**src/rtl/tx_stage_pkg.sv**
```systemverilog
// Shared definitions for the transmit staging block.
// Assumes: two sticky error flags, indexed by the constants below.
package tx_stage_pkg;
    localparam int NUM_STICKY = 2;
    localparam int STK_WR     = 0;  // write to occupied staging register
    localparam int STK_UNDR   = 1;  // read request against empty queue
endpackage

```
**src/rtl/tx_stage_hold.sv**
```systemverilog
// Single-entry staging register written by software.
// Assumes: 'move' is only asserted while the entry is occupied.
// A write while occupied is rejected and reported on wr_bad.
module tx_stage_hold #(
    parameter int DATA_W = 8
) (
    input  logic              clk,
    input  logic              rst_n,
    input  logic              clr,
    input  logic              wr_en,
    input  logic [DATA_W-1:0] wr_data,
    input  logic              move,
    output logic              full,
    output logic [DATA_W-1:0] data,
    output logic              wr_bad
);
    logic wr_ok;

    // Classify the write request against the current occupancy.
    always_comb begin
        wr_ok  = wr_en && !full && !clr;
        wr_bad = wr_en &&  full && !clr;
    end

    // Track occupancy; clear outranks write, write outranks move.
    always_ff @(posedge clk) begin
        if (!rst_n) begin
            full <= 1'b0;
        end else if (clr) begin
            full <= 1'b0;
        end else if (wr_ok) begin
            full <= 1'b1;
        end else if (move) begin
            full <= 1'b0;
        end
    end

    // Capture accepted write data.
    always_ff @(posedge clk) begin
        if (wr_ok) begin
            data <= wr_data;
        end
    end
endmodule

```
**src/rtl/tx_stage_fifo.sv**
```systemverilog
// Circular first-in first-out byte queue with an occupancy counter.
// Assumes: the push source checks 'room' before pushing; a pop
// against an empty queue is dropped. 'room' counts a pop in the
// same cycle as a free slot.
module tx_stage_fifo #(
    parameter int DATA_W = 8,
    parameter int DEPTH  = 8
) (
    input  logic              clk,
    input  logic              rst_n,
    input  logic              clr,
    input  logic              push,
    input  logic [DATA_W-1:0] push_data,
    input  logic              pop,
    output logic [DATA_W-1:0] head,
    output logic              empty,
    output logic              room
);
    localparam int AW = (DEPTH > 1) ? $clog2(DEPTH) : 1;
    localparam int CW = $clog2(DEPTH + 1);

    logic [DATA_W-1:0] mem [DEPTH];
    logic [AW-1:0]     wr_ptr, rd_ptr;
    logic [CW-1:0]     count;
    logic              full, pop_ok, push_ok;

    function automatic logic [AW-1:0] ptr_next(input logic [AW-1:0] p);
        return (p == AW'(DEPTH - 1)) ? '0 : p + 1'b1;
    endfunction

    // Derive status and qualified strobes from the occupancy count.
    always_comb begin
        empty   = (count == '0);
        full    = (count == CW'(DEPTH));
        pop_ok  = pop && !empty && !clr;
        room    = !full || pop_ok;
        push_ok = push && room && !clr;
        head    = mem[rd_ptr];
    end

    // Advance pointers and count; clear resets all three.
    always_ff @(posedge clk) begin
        if (!rst_n || clr) begin
            wr_ptr <= '0;
            rd_ptr <= '0;
            count  <= '0;
        end else begin
            if (push_ok) wr_ptr <= ptr_next(wr_ptr);
            if (pop_ok)  rd_ptr <= ptr_next(rd_ptr);
            case ({push_ok, pop_ok})
                2'b10:   count <= count + 1'b1;
                2'b01:   count <= count - 1'b1;
                default: count <= count;
            endcase
        end
    end

    // One write port per slot, selected by the write pointer.
    for (genvar g = 0; g < DEPTH; g++) begin : g_slot
        // Store the pushed byte into this slot when addressed.
        always_ff @(posedge clk) begin
            if (push_ok && wr_ptr == AW'(g)) begin
                mem[g] <= push_data;
            end
        end
    end
endmodule

```
**src/rtl/tx_stage_sticky.sv**
```systemverilog
// Bank of sticky flags with write-one-to-clear; set outranks clear.
// Assumes: set and clear vectors are single-cycle strobes.
module tx_stage_sticky #(
    parameter int N = 2
) (
    input  logic         clk,
    input  logic         rst_n,
    input  logic [N-1:0] set,
    input  logic [N-1:0] clr_mask,
    output logic [N-1:0] flag
);
    for (genvar i = 0; i < N; i++) begin : g_flag
        // Hold the flag until software clears it without a new set.
        always_ff @(posedge clk) begin
            if (!rst_n) begin
                flag[i] <= 1'b0;
            end else if (set[i]) begin
                flag[i] <= 1'b1;
            end else if (clr_mask[i]) begin
                flag[i] <= 1'b0;
            end
        end
    end
endmodule

```
**src/rtl/tx_stage_buf.sv**
```systemverilog
// Transmit staging register in front of a byte queue for a bus target.
// Software writes the staging register; bytes move into the queue
// when it has room; the bus engine pops from the queue head.
// Assumes: synchronous active-low reset; sw_clr outranks writes.
module tx_stage_buf
    import tx_stage_pkg::*;
#(
    parameter int DATA_W = 8,
    parameter int DEPTH  = 8
) (
    input  logic              clk,
    input  logic              rst_n,
    input  logic              sw_wr_en,
    input  logic [DATA_W-1:0] sw_wr_data,
    input  logic              sw_clr,
    input  logic [1:0]        sw_err_clr,
    input  logic              bus_pop,
    input  logic              bus_rd_req,
    output logic [DATA_W-1:0] bus_data,
    output logic              hold_empty,
    output logic              tx_irq,
    output logic              fifo_nempty,
    output logic              wr_err,
    output logic              undr_err
);
    logic              hold_full, wr_bad, move;
    logic              q_empty, q_room;
    logic [DATA_W-1:0] hold_data;
    logic [NUM_STICKY-1:0] stk_set, stk_flag;

    tx_stage_hold #(.DATA_W(DATA_W)) u_hold (
        .clk     (clk),
        .rst_n   (rst_n),
        .clr     (sw_clr),
        .wr_en   (sw_wr_en),
        .wr_data (sw_wr_data),
        .move    (move),
        .full    (hold_full),
        .data    (hold_data),
        .wr_bad  (wr_bad)
    );

    tx_stage_fifo #(.DATA_W(DATA_W), .DEPTH(DEPTH)) u_fifo (
        .clk       (clk),
        .rst_n     (rst_n),
        .clr       (sw_clr),
        .push      (move),
        .push_data (hold_data),
        .pop       (bus_pop),
        .head      (bus_data),
        .empty     (q_empty),
        .room      (q_room)
    );

    tx_stage_sticky #(.N(NUM_STICKY)) u_sticky (
        .clk      (clk),
        .rst_n    (rst_n),
        .set      (stk_set),
        .clr_mask (sw_err_clr),
        .flag     (stk_flag)
    );

    // Transfer the staged byte and raise error events.
    always_comb begin
        move              = hold_full && q_room && !sw_clr;
        stk_set           = '0;
        stk_set[STK_WR]   = wr_bad;
        stk_set[STK_UNDR] = bus_rd_req && q_empty;
    end

    // Drive the status outputs.
    always_comb begin
        hold_empty  = !hold_full;
        tx_irq      = !hold_full;
        fifo_nempty = !q_empty;
        wr_err      = stk_flag[STK_WR];
        undr_err    = stk_flag[STK_UNDR];
    end
endmodule

```
**config.mk**
```make
export PLATFORM = sky130hd
export DESIGN_NAME = tx_stage_buf
export DESIGN_NICKNAME = d
export VERILOG_FILES = /design/src/rtl/tx_stage_pkg.sv /design/src/rtl/tx_stage_hold.sv /design/src/rtl/tx_stage_fifo.sv /design/src/rtl/tx_stage_sticky.sv /design/src/rtl/tx_stage_buf.sv
export SDC_FILE = /design/constraint.sdc
export NUM_CORES = 1
export LEC_CHECK = 0
export BUFFER_PORTS_ARGS = -buffer_cell sky130_fd_sc_hd__buf_2
export CAP_MARGIN = 20
export CORE_UTILIZATION = 53
export DETAILED_ROUTE_END_ITERATION = 10
export GPL_TIMING_DRIVEN = 0
export PLACE_DENSITY = 0.75
export SLEW_MARGIN = 40
export SYNTH_ARGS = -nofsm -noshare
export SYNTH_HDL_FRONTEND = slang
export SYNTH_HIERARCHICAL = 1
export SYNTH_SLANG_ARGS = --single-unit
```
**constraint.sdc**
```tcl
create_clock -name clk -period 2.5 [get_ports clk]
set_input_delay 0.5 -clock clk [delete_from_list [all_inputs] [get_ports clk]]
set_output_delay 0.5 -clock clk [all_outputs]
set_load 0.02 [all_outputs]
```
==> results.sh <==
export IMPL_fin_tns_setup_ns=0
export IMPL_p_clk_share_pct=34.0
export IMPL_multi_input_area_mm2=0.001155
export IMPL_cts_buffers_inserted=9
export IMPL_rr_endpoint="u_fifo/count[3]"
export IMPL_synth_top_family_by_area="multiplexers"
export IMPL_dp_hpwl_um=3823
export IMPL_power_density_mw_per_mm2=596.1
export IMPL_synthArstFlopShare_pct=0
export IMPL_synth_xor_area_share_pct=0.7172
export IMPL_regArea_mm2=0.002487
export IMPL_slew_violations=0
export IMPL_cts_root_buf="clkbuf_8"
export IMPL_post_route_min_period_ns=2.442
export IMPL_yosysTopAreaCell="edfxtp_1"
export IMPL_synthesis_nets=231
export IMPL_wl_per_cell_um=19.02
export IMPL_drive_above_1_share_pct=35.43
export IMPL_timing_reg2reg_setup_slack_ns=0.11
export IMPL_synth_compound_area_share_pct=2.459
export IMPL_syn_inst=204
export IMPL_netSwitchingPower_mw=0.5445
export IMPL_dp_cells=310
export IMPL_yosys_area_share_simple_pct=7.172
export IMPL_grt_antenna_before_repair=0
export IMPL_synth_ff_type="edfxtp_1"
export IMPL_cp_endpoint="bus_data[1]"
export IMPL_hold_buffers=0
export IMPL_min_period_over_period_pct=97.66
export IMPL_grt_total_usage_pct=18.36
export IMPL_worstSetupEndpointType="primary output"
export IMPL_avgSynthCellArea_um2=17.96
export IMPL_tritoncts="yes"
export IMPL_ant_nets=0
export IMPL_io_pins=29
export IMPL_synthMostInstantiatedCell="edfxtp_1"
export IMPL_nets=277
export IMPL_synth_seq_area_share_pct=67.76
export IMPL_synth_seq_cells=88
export IMPL_drc=0
export IMPL_yosys_top_cells_count="edfxtp_1, dfxtp_1, mux4_1"
export IMPL_clk_pin_slew_ns=0.09
export IMPL_whs_ns=0.3191
export IMPL_cp_max_fo=6
export IMPL_grtUsageMet1_pct=23.68
export IMPL_core_area_mm2=0.006495
export IMPL_cp_required_ns=2.00
export IMPL_status="finished, final reports clean"
export IMPL_synthTopCellsByArea="edfxtp_1, mux4_1, dfxtp_1, ha_1, mux2_2"
export IMPL_viasPerCell=5.640
export IMPL_synth_adder_area_share_pct=3.757
export IMPL_grt_util_met3_pct=2.918
export IMPL_clock_fmax_ghz=0.4096
export IMPL_cp_slowest_cell="mux4_1"
export IMPL_finalHoldViolCount=0
export IMPL_worstSkewPairLatency_ns=0.35
export IMPL_min_from="sw_wr_data[6]"
export IMPL_drtPass1Iterations=4
export IMPL_gp_congestion=0.7629
export IMPL_p_int_mw=1.977
export IMPL_p_seq_share_pct=63.5
export IMPL_htreeDepth=3
export IMPL_fin_cells=331
export IMPL_area_growth_syn_to_layout_pct=15.47
export IMPL_die_x_um=85.14
export IMPL_synth_edf_count=72
export IMPL_start_util_pct=56.41
export IMPL_reg2reg_from="u_fifo/count[2]"
export IMPL_crit_type="register to primary output"
export IMPL_clockBufferDepth=2
export IMPL_grt_pass1_wl_um=9404
export IMPL_cellLeakagePower_nw=1.516
export IMPL_finClkSkew_ns=0.007405
export IMPL_synth_cell_types=40
export IMPL_fillers=445
export IMPL_drt_iter0_markers=140
export IMPL_numPortBuffers=28
export IMPL_combPwrFrac_pct=2.5
export IMPL_critPathArrivalTime_ns=1.94
export IMPL_worst_slew_pin_slew_ns=0.5882
export IMPL_die_h_um=85.14
export IMPL_num_antenna_cells=0
export IMPL_vias=1867
export IMPL_use_met2_pct=30.28
export IMPL_peakVddDrop_mv=0.4167
export IMPL_critical_path_cell_chain="buf_6, buf_12, mux4_1, mux2_2, buf_2"
export IMPL_dpl_cell_area_mm2=0.003935
export IMPL_synth_top_area_share_pct=59.02
export IMPL_grt_max_degree=16
export IMPL_final_area_mm2=0.004230
export IMPL_finalSetupViolCount=0
export IMPL_wl_um=6295
export IMPL_max_cap_violations=0
export IMPL_synth_warnings=6
export IMPL_rsz0062_at_grt="false"
export IMPL_max_stage_delay_ns=0.55
export IMPL_row_count=29
export IMPL_r2r_cells=11
export IMPL_clock_sinks=88
export IMPL_cp_start_kind="register"
export IMPL_busiest_layer="met2"
export IMPL_syn_area_mm2=0.003664
export IMPL_synthMuxAreaShare_pct=15.47
export IMPL_die_area_mm2=0.007249
export IMPL_grt_pass1_vias=1844
export IMPL_switching_share_pct=21.60
export IMPL_grt_overflow=0
export IMPL_power_mw=2.522
export IMPL_worstHoldPathType="primary input to register"
export IMPL_slew_headroom_pct=60.79
cells by family after synthesis:
| group | after synthesis |
|---|---|
| DFF | 88 |
| and+or+nand+nor | 40 |
| muxes | 30 |
| buffers and inverters | 18 |
| AOI/OAI and AO/OA | 14 |
| adders and majority gates | 11 |
| xor gates and xnor gates | 3 |
layout make-up:
type | count | area share, %
Timing Repair Buffer | 37 | 5.324
Clock inverter | 6 | 1.094
Buffer | 7 | 1.479
Multi-Input combinational cell | 98 | 27.30
Inverter | 9 | 0.7986
Clock buffer | 9 | 2.928
Sequential cell | 88 | 58.80
Tap cell | 77 | 2.277
how the worst min path moves through the flow:
stage                                  end  cells after the start
final                       u_hold/data[6]                      1
after global routing        u_hold/data[6]                      1
after CTS                   u_hold/data[6]                      1
after detailed placement          register                      2
after global placement    u_fifo/rd_ptr[1]                      2
after floorplan                   register                      2
registers in the layout, summed over array words and instances, names as in the netlist, named ones only:
name,flops
u_fifo/wr_ptr,3
u_hold/data,8
u_fifo/mem,64
u_sticky/flag,2
u_hold/full,1
u_fifo/count,4
u_fifo/rd_ptr,3
metrics by stage:
step           util [%]  setup WS [ns]
2_1_floorplan         -       0.007544
3_3_place_gp      60.39        -0.3046
3_5_place_dp      60.59        -0.4046
4_1_cts           63.92       0.005716
5_1_grt           65.13      0.0002505
6_report          65.13        0.05838
worst max-delay path: cells and delay by family (launching register included):
kind	cells	cell delay, ns
buf+inv	3	0.43
flops	1	0.33
mux	2	0.84
power groups by stage:
stage	sequential [mW]	combinational, mW	clock, mW
global route	1.60	0.0688	0.937
finish	1.60	0.0639	0.858
CTS	1.60	0.0630	0.867
floorplan	1.63	0.0316	0
detailed placement	1.63	0.0618	0
global placement	1.63	0.0586	0
cells in the final DEF (no fill, tap or decap), drive strengths merged, types with 2 or more instances in the layout:
master    count
edfxtp       72
buf          42
mux4         16
dfxtp        16
clkbuf       11
ha           11
inv          10
nor2          9
mux2          8
and3          6
mux2i         6
a21oi         6
nor2b         5
and2          4
o21ai         3
clkinv        3
xor2          3
and3b         2
clkinvlp      2
nand2         2
o21a          2
nand2b        2
nor3b         2
per-layer routing:
| layer | share of wire [%] | vias to the layer above |
|---|---|---|
| li1 | - | 890 |
| met1 | 43 | 923 |
| met2 | 51 | 47 |
| met3 | 4.1 | 7 |
| met4 | 1.9 | 0 |
| met5 | 0 | - |
repair_timing:
action | in CTS | in global routing
setup endpoints to repair | 10 | 5
gates cloned | 0 | 1
buffers inserted | 4 | 3
pin swaps | 2 | 2
resized for setup | 6 | 10
Note: power is estimated with default switching activity, not from simulation.
